<file path="src/rtl/opea_pkg.sv">
package opea_pkg;

    // addressing-mode codes
    localparam logic [3:0] AM_REG     = 4'd0;
    localparam logic [3:0] AM_IND     = 4'd1;
    localparam logic [3:0] AM_DISP    = 4'd2;
    localparam logic [3:0] AM_POSTINC = 4'd3;
    localparam logic [3:0] AM_PREDEC  = 4'd4;
    localparam logic [3:0] AM_ABS     = 4'd5;
    localparam logic [3:0] AM_IMM     = 4'd6;
    localparam logic [3:0] AM_PCREL   = 4'd7;
    localparam logic [3:0] AM_MEMIND  = 4'd8;

    // field width tags
    localparam logic [1:0] WT_8  = 2'd0;
    localparam logic [1:0] WT_16 = 2'd1;
    localparam logic [1:0] WT_24 = 2'd2;
    localparam logic [1:0] WT_32 = 2'd3;

    // operand sizes
    localparam logic [1:0] SZ_BYTE = 2'd0;
    localparam logic [1:0] SZ_WORD = 2'd1;

    typedef enum logic [2:0] {
        ST_IDLE,
        ST_EMIT,
        ST_IREQ,
        ST_IWAIT,
        ST_IDONE
    } ctl_state_e;

endpackage

</file>
<file path="src/rtl/opea_ext.sv">
module opea_ext #(
    parameter int AW = 32,
    parameter int IW = 8,
    parameter int FB = 24
) (
    input  logic [AW-1:0] field,
    output logic [AW-1:0] disp16_x,
    output logic [AW-1:0] abs8_x,
    output logic [AW-1:0] abs16_x,
    output logic [AW-1:0] abs24_x,
    output logic [AW-1:0] pc8_x,
    output logic [AW-1:0] ind_addr,
    output logic [AW-1:0] fetch_mask
);

    // 16-bit values are sign-extended for displacement, absolute and PC-relative use
    assign disp16_x = {{(AW-16){field[15]}}, field[15:0]};
    assign abs16_x  = disp16_x;
    assign abs8_x   = {{(AW-8){1'b1}}, field[7:0]};
    assign abs24_x  = {{(AW-24){1'b0}}, field[23:0]};
    assign pc8_x    = {{(AW-8){field[7]}}, field[7:0]};
    assign ind_addr = {{(AW-IW){1'b0}}, field[IW-1:0]};

    for (genvar gi = 0; gi < AW; gi++) begin : g_mask
        if (gi < FB) begin : g_keep
            assign fetch_mask[gi] = 1'b1;
        end else begin : g_drop
            assign fetch_mask[gi] = 1'b0;
        end
    end

endmodule

</file>
<file path="src/rtl/opea_calc.sv">
module opea_calc
    import opea_pkg::*;
#(
    parameter int AW = 32
) (
    input  logic [3:0]    mode,
    input  logic [1:0]    size,
    input  logic [1:0]    field_w,
    input  logic [AW-1:0] field,
    input  logic [AW-1:0] pc,
    input  logic [AW-1:0] rdata,
    input  logic [AW-1:0] disp16_x,
    input  logic [AW-1:0] abs8_x,
    input  logic [AW-1:0] abs16_x,
    input  logic [AW-1:0] abs24_x,
    input  logic [AW-1:0] pc8_x,
    input  logic [AW-1:0] ind_addr,
    output logic [AW-1:0] ea,
    output logic [AW-1:0] wb_data,
    output logic          wb_en,
    output logic          no_mem,
    output logic          is_ind
);

    logic [AW-1:0] step;
    logic [AW-1:0] dec_val;
    logic [AW-1:0] disp_sel;
    logic [AW-1:0] pcd_sel;
    logic [AW-1:0] abs_sel;

    always_comb begin
        unique case (size)
            SZ_BYTE: step = AW'(1);
            SZ_WORD: step = AW'(2);
            default: step = AW'(4);
        endcase
    end

    assign dec_val  = rdata - step;
    assign disp_sel = (field_w == WT_16) ? disp16_x : field;
    assign pcd_sel  = (field_w == WT_8) ? pc8_x : disp16_x;

    always_comb begin
        unique case (field_w)
            WT_8:    abs_sel = abs8_x;
            WT_16:   abs_sel = abs16_x;
            WT_24:   abs_sel = abs24_x;
            default: abs_sel = field;
        endcase
    end

    always_comb begin
        ea      = '0;
        wb_data = '0;
        wb_en   = 1'b0;
        no_mem  = 1'b0;
        is_ind  = 1'b0;
        unique case (mode)
            AM_IND:     ea = rdata;
            AM_DISP:    ea = rdata + disp_sel;
            AM_POSTINC: begin
                ea      = rdata;
                wb_data = rdata + step;
                wb_en   = 1'b1;
            end
            AM_PREDEC:  begin
                ea      = dec_val;
                wb_data = dec_val;
                wb_en   = 1'b1;
            end
            AM_ABS:     ea = abs_sel;
            AM_PCREL:   ea = pc + pcd_sel;
            AM_MEMIND:  begin
                ea     = ind_addr;
                is_ind = 1'b1;
            end
            default:    no_mem = 1'b1;
        endcase
    end

endmodule

</file>
<file path="src/rtl/opea_ctrl.sv">
module opea_ctrl
    import opea_pkg::*;
(
    input  logic clk,
    input  logic rst_n,
    input  logic in_valid,
    input  logic is_ind,
    input  logic req_ready,
    input  logic rsp_valid,
    output logic in_ready,
    output logic load_in,
    output logic load_rsp,
    output logic emit,
    output logic req_active,
    output logic done
);

    ctl_state_e state_q, state_d;

    always_ff @(posedge clk or negedge rst_n) begin
        if (!rst_n) state_q <= ST_IDLE;
        else        state_q <= state_d;
    end

    always_comb begin
        state_d = state_q;
        unique case (state_q)
            ST_IDLE:  if (in_valid) state_d = is_ind ? ST_IREQ : ST_EMIT;
            ST_EMIT:  state_d = ST_IDLE;
            ST_IREQ:  if (req_ready) state_d = ST_IWAIT;
            ST_IWAIT: if (rsp_valid) state_d = ST_IDONE;
            ST_IDONE: state_d = ST_IDLE;
            default:  state_d = ST_IDLE;
        endcase
    end

    always_comb begin
        in_ready   = 1'b0;
        load_in    = 1'b0;
        load_rsp   = 1'b0;
        emit       = 1'b0;
        req_active = 1'b0;
        done       = 1'b0;
        unique case (state_q)
            ST_IDLE:  begin
                in_ready = 1'b1;
                load_in  = in_valid;
            end
            ST_EMIT:  emit = 1'b1;
            ST_IREQ:  req_active = 1'b1;
            ST_IWAIT: load_rsp = rsp_valid;
            ST_IDONE: done = 1'b1;
            default:  ;
        endcase
    end

endmodule

</file>
<file path="src/rtl/opea_unit.sv">
module opea_unit
    import opea_pkg::*;
#(
    parameter int AW    = 32,
    parameter int NREG  = 8,
    parameter int IW    = 8,
    parameter int FB    = 24,
    localparam int IDXW = $clog2(NREG)
) (
    input  logic            clk,
    input  logic            rst_n,
    input  logic            in_valid,
    output logic            in_ready,
    input  logic [3:0]      mode,
    input  logic [1:0]      size,
    input  logic [IDXW-1:0] reg_idx,
    input  logic [AW-1:0]   field,
    input  logic [1:0]      field_w,
    input  logic [AW-1:0]   pc,
    input  logic            fetch_tgt,
    output logic [IDXW-1:0] rf_rd_idx,
    input  logic [AW-1:0]   rf_rd_data,
    output logic            ea_valid,
    output logic [AW-1:0]   ea_addr,
    output logic            no_mem,
    output logic            wb_valid,
    output logic [IDXW-1:0] wb_idx,
    output logic [AW-1:0]   wb_data,
    output logic            mem_req_valid,
    input  logic            mem_req_ready,
    output logic [AW-1:0]   mem_req_addr,
    input  logic            mem_rsp_valid,
    input  logic [AW-1:0]   mem_rsp_data,
    output logic            ind_done
);

    logic [AW-1:0] disp16_x, abs8_x, abs16_x, abs24_x, pc8_x, ind_addr, fetch_mask;
    logic [AW-1:0] ea_c, wb_c;
    logic          wb_en_c, no_mem_c, is_ind_c;
    logic          load_in, load_rsp, emit, req_active, done;

    logic [AW-1:0]   ea_q, wb_q, req_q;
    logic [IDXW-1:0] wb_idx_q;
    logic            wb_en_q, no_mem_q, tgt_q;

    assign rf_rd_idx = reg_idx;

    opea_ext #(.AW(AW), .IW(IW), .FB(FB)) u_ext (
        .field      (field),
        .disp16_x   (disp16_x),
        .abs8_x     (abs8_x),
        .abs16_x    (abs16_x),
        .abs24_x    (abs24_x),
        .pc8_x      (pc8_x),
        .ind_addr   (ind_addr),
        .fetch_mask (fetch_mask)
    );

    opea_calc #(.AW(AW)) u_calc (
        .mode     (mode),
        .size     (size),
        .field_w  (field_w),
        .field    (field),
        .pc       (pc),
        .rdata    (rf_rd_data),
        .disp16_x (disp16_x),
        .abs8_x   (abs8_x),
        .abs16_x  (abs16_x),
        .abs24_x  (abs24_x),
        .pc8_x    (pc8_x),
        .ind_addr (ind_addr),
        .ea       (ea_c),
        .wb_data  (wb_c),
        .wb_en    (wb_en_c),
        .no_mem   (no_mem_c),
        .is_ind   (is_ind_c)
    );

    opea_ctrl u_ctrl (
        .clk        (clk),
        .rst_n      (rst_n),
        .in_valid   (in_valid),
        .is_ind     (is_ind_c),
        .req_ready  (mem_req_ready),
        .rsp_valid  (mem_rsp_valid),
        .in_ready   (in_ready),
        .load_in    (load_in),
        .load_rsp   (load_rsp),
        .emit       (emit),
        .req_active (req_active),
        .done       (done)
    );

    always_ff @(posedge clk or negedge rst_n) begin
        if (!rst_n) begin
            ea_q     <= '0;
            wb_q     <= '0;
            req_q    <= '0;
            wb_idx_q <= '0;
            wb_en_q  <= 1'b0;
            no_mem_q <= 1'b0;
            tgt_q    <= 1'b0;
        end else if (load_in) begin
            ea_q     <= fetch_tgt ? (ea_c & fetch_mask) : ea_c;
            wb_q     <= wb_c;
            req_q    <= ind_addr;
            wb_idx_q <= reg_idx;
            wb_en_q  <= wb_en_c;
            no_mem_q <= no_mem_c;
            tgt_q    <= fetch_tgt;
        end else if (load_rsp) begin
            ea_q <= tgt_q ? (mem_rsp_data & fetch_mask) : mem_rsp_data;
        end
    end

    assign ea_valid      = emit;
    assign ea_addr       = ea_q;
    assign no_mem        = emit & no_mem_q;
    assign wb_valid      = emit & wb_en_q;
    assign wb_idx        = wb_idx_q;
    assign wb_data       = wb_q;
    assign mem_req_valid = req_active;
    assign mem_req_addr  = req_q;
    assign ind_done      = done;

endmodule

</file>
<file path="config.mk">
export PLATFORM = sky130hd
export DESIGN_NAME = opea_unit
export DESIGN_NICKNAME = d
export VERILOG_FILES = /design/src/rtl/opea_pkg.sv /design/src/rtl/opea_ext.sv /design/src/rtl/opea_calc.sv /design/src/rtl/opea_ctrl.sv /design/src/rtl/opea_unit.sv
export SDC_FILE = /design/constraint.sdc
export NUM_CORES = 1
export LEC_CHECK = 0
export BUFFER_PORTS_ARGS = -buffer_cell sky130_fd_sc_hd__buf_2
export CORE_MARGIN = 5
export CORE_UTILIZATION = 55
export DETAILED_ROUTE_END_ITERATION = 10
export GPL_TIMING_DRIVEN = 0
export PLACE_DENSITY = 0.82
export SYNTH_ARGS = -nofsm -noshare
export SYNTH_HDL_FRONTEND = slang
export SYNTH_SLANG_ARGS = --single-unit
export TNS_END_PERCENT = 10
</file>
<file path="constraint.sdc">
create_clock -name clk -period 2.7 [get_ports clk]
set_input_delay 0.135 -clock clk [delete_from_list [all_inputs] [get_ports clk]]
set_output_delay 0.135 -clock clk [all_outputs]
set_load 0.05 [all_outputs]
</file>
==> results.cfg, run 1 <==
[global_route]
grt_max_degree = 62
antenna_found_initial = 1
grt_pass1_wl_um = 65200
gr-total-overflow = 0
track_usage_pct = 40.9
grt_pass1_vias = 11700

[critical_path]
end_kind = flop
required_ns = 2.98
crit_type = in -> reg
path_buf_inv = 5
cp_cell_sequence = buf_4, clkbuf_8, nand3b_1, buf_4, clkbuf_4, buf_4, nand2_1, ha_2, nand4_1, nor2_1, nor4b_4, a21oi_4, a41o_1, o311ai_2, a31oi_2, a21oi_1
critPathMostFrequentCell = buf_4
startpoint_type = input pin
cp_max_fo = 10
slowest_stage = ha_2
worst_ep_arrival_time_ns = 3.12
crit_family = compound AO/OA/AOI/OAI gates
slowest_delay_ns = 0.38

[floorplan]
die_w_um = 144
die_area_um2 = 20600
pin_count = 253
start_util_pct = 56.4
core_area_um2 = 17400
die_h_um = 144
num_rows = 48

[clock_network]
clkTransAtPathRegs_ns = 0.08
cts_max_level = 3
clkSinkCount = 81
cts-buffers-inserted = 9
clk_latency_ns = 0.35
cts_buffer_depth = 2
tritoncts = done
clockRootBuffer = clkbuf_16

[final_layout]
fillers = 1431
final_nets = 1885
synthToLayoutAreaGrowth_pct = 28.1
post-route-util_pct = 72.2
multiInputGateArea_um2 = 7800
ff_latch_area_um2 = 2030
diodes = 0
drive_gt1_share_pct = 26.2

[synth]
synthFlopType = dfrtp_1
synth_top_family_by_area = compound AO/OA/AOI/OAI gates
syn_inst = 1379
syn_area_um2 = 9820
synth_edf_count = 0
synthAdderAreaFrac_pct = 9.99
synth_compound_area_share_pct = 29.8
synthSimpleGateAreaFrac_pct = 25.1
synth_xor_xnor_area_share_pct = 7.31
async_flop_share_pct = 100
synth-seq-area-share_pct = 20.6
ys_ff_latch = 81
yosysWarnings = 0
syn_avg_cell_area_um2 = 7.12
synthMuxAreaShare_pct = 0.306
yosysUniqueCellTypes = 78

[route]
wl_per_cell_um = 23.1
drt-vias-per-instance = 6.58
vias = 12500
drc = 0
drt-pass1-iter-count = 5
wl_um = 43700
ant_nets = 0
drtIter0Drc = 1728

[place]
gp_congestion = 1.06
pre_cts_slack_ns = -0.921
io_buffers = 227
dpl.hpwl_um = 33500

[sta]
slew_headroom_pct = 31.1
worst_pin_slew_ns = 1.02
period_minus_slack_ns = 2.84
hold_violations = 0
fin_hold_ws_ns = 0.00788
slew_viol_final = 0
tns_ns = -0.622
rsz0062_at_grt = yes
setup_ws_ns = -0.141
skew_ns = 0.0144
fmaxAchievable_mhz = 352
setup_viol = 13
finalCritPeriodShare_pct = 105

[flow_run]
maxCapViolCount = 0

[pwr]
leakage_uw = 0.00580
max-vdd-ir-drop_mv = 0.807
power.density_nw_per_um2 = 753

[outcome]
status = finished with violations
violations = setup timing

[hold_path]
hold_class = in -> reg
[worst reg2reg max path, stage by stage (launching register included)]
cell      delay (ns)
dfrtp_1         0.36
clkbuf_2        0.18
nor3_4          0.24
nand2_1         0.20
clkbuf_2        0.36
nor3_1          0.71
o21ai_0         0.19
a31oi_1         0.22
a211oi_2        0.10
o21ai_0         0.07
[sequential cells by signal, indices dropped and copies added, names as in the netlist]
signal,cells
tgt_q,1
wb_data,32
mem_req_addr,8
wb_idx,3
wb_en_q,1
ea_addr,32
no_mem_q,1
u_ctrl.state_q,3
[per-layer routing]
layer | up-vias | wire length, um | GRT usage (%) | part of all wire, %
li1 | 5534 | - | - | -
met1 | 5787 | 16700 | 54.6 | 38
met2 | 951 | 18900 | 63.2 | 43
met3 | 182 | 5610 | 9.52 | 13
met4 | 2 | 2470 | 18.7 | 5.6
met5 | - | 9 | 0 | 0.021
[power breakdown]
| group | switching (uW) | internal, uW |
|---|---|---|
| registers | 340 | 1720 |
| logic | 4270 | 1700 |
| clock network | 621 | 830 |
| total | 5230 | 4250 |
[synth_stat cells, types with 5 or more instances]
library cell | instances | area (um^2)
nand3_1 | 49 | 245
o211ai_1 | 16 | 120
xor2_1 | 34 | 298
clkbuf_1 | 78 | 293
buf_4 | 27 | 203
nor2b_1 | 14 | 87.6
and2_1 | 9 | 56.3
inv_1 | 31 | 116
nand2_1 | 221 | 830
buf_1 | 6 | 22.5
nor2_1 | 113 | 424
xnor2_1 | 48 | 420
a221oi_1 | 11 | 96.3
o21ai_0 | 110 | 551
a31oi_1 | 22 | 138
o21a_1 | 8 | 60.1
nor3_1 | 25 | 125
nor4_1 | 6 | 37.5
a21oi_1 | 127 | 636
o21bai_1 | 8 | 60.1
o311ai_0 | 5 | 43.8
or3_1 | 9 | 56.3
nand2b_1 | 14 | 87.6
dfrtp_1 | 81 | 2030
a21o_1 | 44 | 330
ha_1 | 72 | 901
nand4_1 | 13 | 81.3
nor3b_1 | 7 | 52.6
o21ai_1 | 7 | 35.0
and3_1 | 19 | 119
a211oi_1 | 21 | 158
o22ai_1 | 14 | 87.6
a211o_1 | 6 | 52.6
a2111oi_0 | 8 | 70.1
nand3b_1 | 6 | 45.0
o31ai_1 | 8 | 60.1
[area by class of cell]
cell class	instances	area share, %
Buffer	106	4.73
Clock buffer	9	1.79
Clock inverter	7	0.835
Inverter	32	0.995
Multi-Input combinational cell	1174	62.0
Sequential cell	81	16.1
Tap cell	225	2.24
Timing Repair Buffer	259	11.2
Timing Repair inverter	1	0.0298
[logic make-up (layout without fill, tap and decap cells)]
logic type      Yosys count  in the layout
simple gates            529            529
compound gates          460            460
xor+xnor                 82             82
fa+ha+maj                76             76
buf+inv                 147            414
mux                       3              3
other cells               1             24
flops                    81             81
[cells in the final DEF, fill, tap and decap left out, types with 24 or more instances in the layout]
| cell | netlist | routed |
|---|---|---|
| a21o_1 | 44 | 44 |
| buf_2 | 3 | 229 |
| ha_1 | 72 | 49 |
| xnor2_1 | 48 | 48 |
| dfrtp_1 | 81 | 80 |
| nand2_1 | 221 | 218 |
| clkbuf_1 | 78 | 53 |
| nor2_1 | 113 | 107 |
| xor2_1 | 34 | 34 |
| nand3_1 | 49 | 47 |
| conb_1 | 1 | 24 |
| inv_1 | 31 | 30 |
| o21ai_0 | 110 | 99 |
| a21oi_1 | 127 | 110 |
| buf_4 | 27 | 59 |
[path summary, 6_finish.rpt]
| check | endpoint | cells past startpoint | startpoint | slack [ns] |
|---|---|---|---|---|
| max in group asynchronous | wb_data[22] | 3 | rst_n | 1.79 |
| worst max-delay path | ea_addr[30] | 16 | field_w[0] | -0.14 |
| worst min-delay path | wb_idx[1] | 3 | reg_idx[1] | 0.008 |
| min in group asynchronous | ea_addr[6] | 2 | rst_n | 0.26 |
| worst min register to register | wb_data[17] | 2 | wb_data[17] | 0.46 |
| worst max register to register | ea_addr[28] | 9 | u_ctrl.state_q[0] | 0 |
[per-stage QoR]
stage	cells	instance area, um^2	power, uW
4_1_cts	1890	12400	9240
6_report	1894	12600	9480
3_5_place_dp	1855	11500	7630
5_1_grt	1894	12600	9890
3_3_place_gp	1854	11500	7530
2_1_floorplan	1402	10100	6030
[repair_timing]
item	CTS	global route
resized for setup	82	51
endpoints found under the setup margin	77	26
buffers inserted	24	4
hold endpoints to repair	21	0
pin swaps	35	24
hold buffers	2	0
gates cloned	2	0
Note: power is estimated with default switching activity, not from simulation.
==> inputs of run 2 (changes only) <==
==> constraint.sdc (replaced) <==
create_clock -name clk -period 2.8 [get_ports clk]
set_input_delay 0.14 -clock clk [delete_from_list [all_inputs] [get_ports clk]]
set_output_delay 0.14 -clock clk [all_outputs]
set_load 0.05 [all_outputs]
==> run 2 against run 1 <==
The run still ends with setup timing left. Worst setup slack improved by 0.060 ns. Sequential share of layout area hardly changed. Largest cell class unchanged. Final area about the same. Clock power is 4% lower. Critical path depth unchanged. Largest power group unchanged.
==> results.cfg, run 2 (synthesis gave the netlist of run 1 again) <==
[outcome]
status = finished with violations
violations = setup timing

[pwr]
swShare_pct = 55.0
leakage_uw = 0.00583
power.density_nw_per_um2 = 724
p_int_uw = 4100
clockPowerShare_pct = 15.2
max-vdd-ir-drop_mv = 0.755
switchingPower_uw = 5010
power.total_uw = 9110
seqPwrFrac_pct = 21.7
pwr-share-comb_pct = 63.1

[final_layout]
layout_common_cells = buf_2, nand2_1, a21oi_1, nor2_1, o21ai_0
drive_gt1_share_pct = 25.4
fillers = 1458
final_common_cell = buf_2
multiInputGateArea_um2 = 7830
synthToLayoutAreaGrowth_pct = 28.2
final_nets = 1883
ff_latch_area_um2 = 2030

[sta]
period_minus_slack_ns = 2.88
skew_ns = 0.0132
rsz0062_at_grt = yes
setup_ws_ns = -0.0804
fmaxAchievable_mhz = 347
slew_headroom_pct = 25.0
finalCritPeriodShare_pct = 103
hold_violations = 0
setup_viol = 7
slew_viol_final = 0
worst_pin_slew_ns = 1.12

[floorplan]
num_rows = 48
die_area_um2 = 20600
die_w_um = 144
start_util_pct = 56.4
pin_count = 253
core_area_um2 = 17400
die_h_um = 144

[clock_network]
clkSinkCount = 81
cts_buffer_depth = 2
cts_max_level = 3
tritoncts = done
clkTransAtPathRegs_ns = 0.07
cts-buffers-inserted = 9
clockRootBuffer = clkbuf_16
clk_latency_ns = 0.36

[route]
wl_per_cell_um = 22.9
drt-vias-per-instance = 6.52
drc = 0
wl_um = 43400
ant_nets = 0
drt-pass1-iter-count = 7
vias = 12300
drtIter0Drc = 1507

[critical_path]
worst_ep_arrival_time_ns = 3.08
r2r_slack_ns = 0.07
end_kind = flop
required_ns = 3.00
cp_max_fo = 8
startpoint_type = input pin
slowest_stage = o311a_1
slowest_delay_ns = 0.33
crit_type = in -> reg
cp_cell_sequence = buf_4, nor2_4, and2_4, buf_6, a21o_1, ha_4, buf_8, buf_4, a21oi_2, o21ai_0, a21oi_2, o311a_1, nor2b_4, xor2_2, a221oi_1, a211oi_1

[global_route]
antenna_found_initial = 0
track_usage_pct = 39.7
grt_pass1_wl_um = 63300
grt_pass1_vias = 11400
grt_max_degree = 67
gr-total-overflow = 0

[place]
pre_cts_slack_ns = -0.830
io_buffers = 227
gp_congestion = 1.00
dpl.hpwl_um = 33200

[hold_path]
hold_class = in -> reg

[flow_run]
maxCapViolCount = 0
==> run 2: cell types whose count changed in the layout (fill, tap and decap cells not counted), sizes merged <==
| cell | change |
|---|---|
| clkbuf | -3 |
| clkinv | +1 |
| clkinvlp | -1 |
| diode | +1 |
| dlygate4sd3 | +2 |
| inv | -1 |
==> run 2: repair_timing <==
item,in CTS,in global routing
pin swaps,15,34
setup endpoints to repair,56,42
gates resized for setup,50,101
hold buffers,4,0
hold endpoints to repair,29,0
buffers inserted,5,21
==> run 2: critical path: cells and delay by family <==
family | cells | cell delay, ns
adders and majority gates | 1 | 0.21
AOI/OAI and AO/OA | 7 | 1.47
and+or+nand+nor | 3 | 0.52
xor gates and xnor gates | 1 | 0.16
buffers and inverters | 4 | 0.56
==> run 2: per-stage QoR <==
step           area (um^2)  util (%)  hold WS [ns]  TNS, ns  instances
6_report             12600      72.3        0.0403   -0.328       1893
5_1_grt              12600      72.3        0.0399    -1.22       1892
4_1_cts              12000      69.1        0.0419   -0.507       1873
3_5_place_dp         11500      65.9        0.0300   -18.50       1855
3_3_place_gp         11500      65.8         0.348   -17.04       1854
2_1_floorplan        10000         -        -0.156  -0.0788       1402
==> run 2: area by class of cell <==
| cell class | instances | share of cell area [%] |
|---|---|---|
| plain buffers | 106 | 4.56 |
| inverters | 32 | 0.994 |
| clock inverters | 7 | 0.845 |
| diodes | 1 | 0.0199 |
| repair buffers | 258 | 11.3 |
| multi-input cells | 1174 | 62.2 |
| flip-flops and latches | 81 | 16.1 |
| clock buffers | 9 | 1.79 |
| well taps | 225 | 2.24 |
==> run 2: path summary, 6_finish.rpt <==
kind / startpoint / cells past startpoint / end
max reg2reg: u_ctrl.state_q[0] / 9 / wb_data[10]
min in group asynchronous: rst_n / 2 / ea_addr[10]
max: field_w[0] / 16 / ea_addr[23]
max in group asynchronous: rst_n / 3 / wb_data[24]
min: field[0] / 3 / mem_req_addr[0]
min reg2reg: wb_data[17] / 2 / wb_data[17]
==> run 2: metal layers <==
layer  part of all wire, %  vias up  track usage (%)  wire (um)
met4                   5.7        0             19.1       2470
met1                    39     5681             54.1      16700
met5                     0        -                0          0
met2                    43      937             60.2      18500
met3                    13      188             7.99       5630
li1                      -     5541                -          -
==> run 2: power groups by stage <==
| stage | registers [uW] | logic, uW | clock network (uW) |
|---|---|---|---|
| after CTS | 1960 | 5450 | 1380 |
| after global placement | 1960 | 5250 | 0 |
| after floorplan | 3470 | 2320 | 0 |
| final | 1980 | 5750 | 1390 |
| after detailed placement | 1980 | 5340 | 0 |
| after global routing | 2020 | 6090 | 1420 |
==> inputs of run 3 (changes only) <==
--- a/config.mk
+++ b/config.mk
@@ -5,12 +5,12 @@
 export SDC_FILE = /design/constraint.sdc
 export NUM_CORES = 1
 export LEC_CHECK = 0
+export ABC_AREA = 1
 export BUFFER_PORTS_ARGS = -buffer_cell sky130_fd_sc_hd__buf_2
 export CORE_MARGIN = 5
-export CORE_UTILIZATION = 55
+export CORE_UTILIZATION = 35
 export DETAILED_ROUTE_END_ITERATION = 10
 export GPL_TIMING_DRIVEN = 0
-export PLACE_DENSITY = 0.82
 export SYNTH_ARGS = -nofsm -noshare
 export SYNTH_HDL_FRONTEND = slang
 export SYNTH_SLANG_ARGS = --single-unit
==> run 3 against run 2 <==
The flow now finishes without violations. Non-clock buffer count is 55 lower. Synthesized cell count is 54% higher. Total power increased by 1.4%. First-iteration DRC count fell by 22%. Sequential power is 2% higher. Maximum frequency up 7.7%. Critical path type unchanged. Critical endpoint unchanged. Largest power group unchanged. Highest routed layer unchanged.
==> results.cfg, run 3 <==
[critical_path]
r2r_end = ea_addr[31]
startpoint_type = input pin
crit_path_start = field_w[1]
worst_ep_arrival_time_ns = 2.97
ff2ff_path_depth = 7
r2r-start = u_ctrl.state_q[0]
r2r_slack_ns = 0.75
required_ns = 3.10
crit_end = ea_addr[23]
cp_max_fo = 10
end_kind = flop
crit_type = in -> reg

[place]
placed_area_um2 = 13700
pre_cts_slack_ns = -0.943
gp_congestion = 0.965
dpl.hpwl_um = 43500
io_buffers = 227

[sta]
setup_ws_ns = 0.126
worst_pin_slew_ns = 0.808
period_minus_slack_ns = 2.67
tns_ns = 0
setup_viol = 0
fmaxAchievable_mhz = 374
hold_violations = 0
slew_viol_final = 0
fin_hold_ws_ns = 0.00432
finalCritPeriodShare_pct = 95.5
slew_headroom_pct = 46.1
skew_ns = 0.0142

[global_route]
grt_max_degree = 42
grt_pass1_vias = 13300
grt_pass1_wl_um = 77400
antenna_found_initial = 1
track_usage_pct = 26.2
gr-total-overflow = 0

[clock_network]
clk_latency_ns = 0.38
tritoncts = done
clkSinkCount = 81
cts-buffers-inserted = 9
cts_buffer_depth = 2
clockRootBuffer = clkbuf_16
clkTransAtPathRegs_ns = 0.07
cts_max_level = 3

[synth]
ys_ff_latch = 81
async_flop_share_pct = 100
yosysUniqueCellTypes = 55
syn_avg_cell_area_um2 = 5.61
synthFlopType = dfrtp_1
yosysWarnings = 0
synth_edf_count = 0
synth-seq-area-share_pct = 17.1
syn_inst = 2118
synth_top_area_cell = nand2_1
syn_area_um2 = 11900
synth_area_leaders = nand2_1, dfrtp_1, inv_1
yosys-top-cells-count = nand2_1, inv_1, nor2_1, nand3_1, a21oi_1
synth.top_cell.area_share_pct = 21.8
synth.most_common_cell = nand2_1

[final_layout]
design_area_um2 = 14100
final_nets = 2606
drive_gt1_share_pct = 16.6
layout_common_cells = nand2_1, inv_1, buf_2, nor2_1, nand3_1
synthToLayoutAreaGrowth_pct = 19.0
final_common_cell = nand2_1

[floorplan]
die_h_um = 194
die_w_um = 194
pin_count = 253
core_area_um2 = 33500
start_util_pct = 35.4
num_rows = 67
die_area_um2 = 37700

[hold_path]
hold_class = in -> reg
hold_depth = 3

[pwr]
power.density_nw_per_um2 = 653
leakage_uw = 0.00789
max-vdd-ir-drop_mv = 0.528

[outcome]
status = finished clean

[route]
drc = 0
drt-pass1-iter-count = 6
drtIter0Drc = 1175
vias = 14300
ant_nets = 0
wl_per_cell_um = 18.1
wl_um = 51300
drt-vias-per-instance = 5.05

[flow_run]
maxCapViolCount = 0
==> run 3: timing repair <==
| action | 4_1_cts | 5_1_grt |
|---|---|---|
| hold buffers | 2 | 0 |
| pin swaps | 0 | 1 |
| hold endpoints to repair | 41 | 0 |
| gates resized for setup | 8 | 16 |
| endpoints found under the setup margin | 17 | 12 |
| buffers inserted | 0 | 3 |
==> run 3: layout make-up <==
| class | instances | area, um^2 |
|---|---|---|
| Fill cell | 3808 | 19400 |
| Multi-Input combinational cell | 1634 | 8190 |
| Sequential cell | 81 | 2030 |
| Inverter | 350 | 1320 |
| Timing Repair Buffer | 233 | 1210 |
| Tap cell | 448 | 561 |
| Buffer | 76 | 503 |
| Clock buffer | 9 | 225 |
| Clock inverter | 7 | 103 |
| Antenna cell | 2 | 5.00 |
==> run 3: metrics by stage <==
step                power [uW]  utilization, %  std cells
floorplan                 6200               -       2141
global placement          7790            40.8       2816
detailed placement        7840            40.8       2817
CTS                       9260            41.9       2835
global route              9830            42.2       2838
finish                    9240            42.2       2840
==> run 3: cell families (layout without fill, tap and decap cells) <==
kind of cell	Yosys count	count (layout)	synth area share, %
DFF	81	81	17.1
buffers and inverters	426	675	15.3
adders and majority gates	76	76	8.26
other	1	26	0.0316
AOI/OAI and AO/OA	295	295	13.8
xor gates and xnor gates	3	3	0.221
and+or+nand+nor	1236	1236	45.4
==> run 3: worst min-delay path by stage <==
stage                     from          to  slack [ns]
detailed placement       rst_n    no_mem_q        0.18
CTS                 reg_idx[2]   wb_idx[2]      0.0003
global placement    reg_idx[2]   wb_idx[2]        0.36
global route        reg_idx[2]   wb_idx[2]        0.03
finish              reg_idx[2]   wb_idx[2]       0.004
floorplan                rst_n  ea_addr[0]       -0.16
==> run 3: where the power goes <==
part | switching, uW | total (uW) | internal, uW
combinational | 4350 | 5830 | 1480
sequential | 296 | 2020 | 1720
clock | 598 | 1390 | 794
==> run 3: worst max-delay path: stages <==
cell	delay [ns]
buf_4	0.18
nor2_4	0.16
clkbuf_4	0.23
nor2_1	0.07
nor2_1	0.26
ha_1	0.36
nand2_1	0.11
inv_1	0.06
nand2_1	0.13
inv_1	0.05
a21oi_1	0.13
nand2_1	0.18
nand2_1	0.13
nand2_1	0.06
nand2_1	0.05
nand3_1	0.14
nand3_1	0.17
nand2_1	0.18
a21oi_1	0.17
==> run 3: per-layer routing <==
layer | part of all wire (%) | vias to the layer above | GRT usage [%] | wire length [um]
li1 | - | 7224 | - | -
met1 | 47 | 6513 | 37.3 | 24200
met2 | 44 | 549 | 41.6 | 22300
met3 | 6.9 | 56 | 3.58 | 3520
met4 | 2.4 | 0 | 7.08 | 1260
met5 | 0 | - | 0 | 0
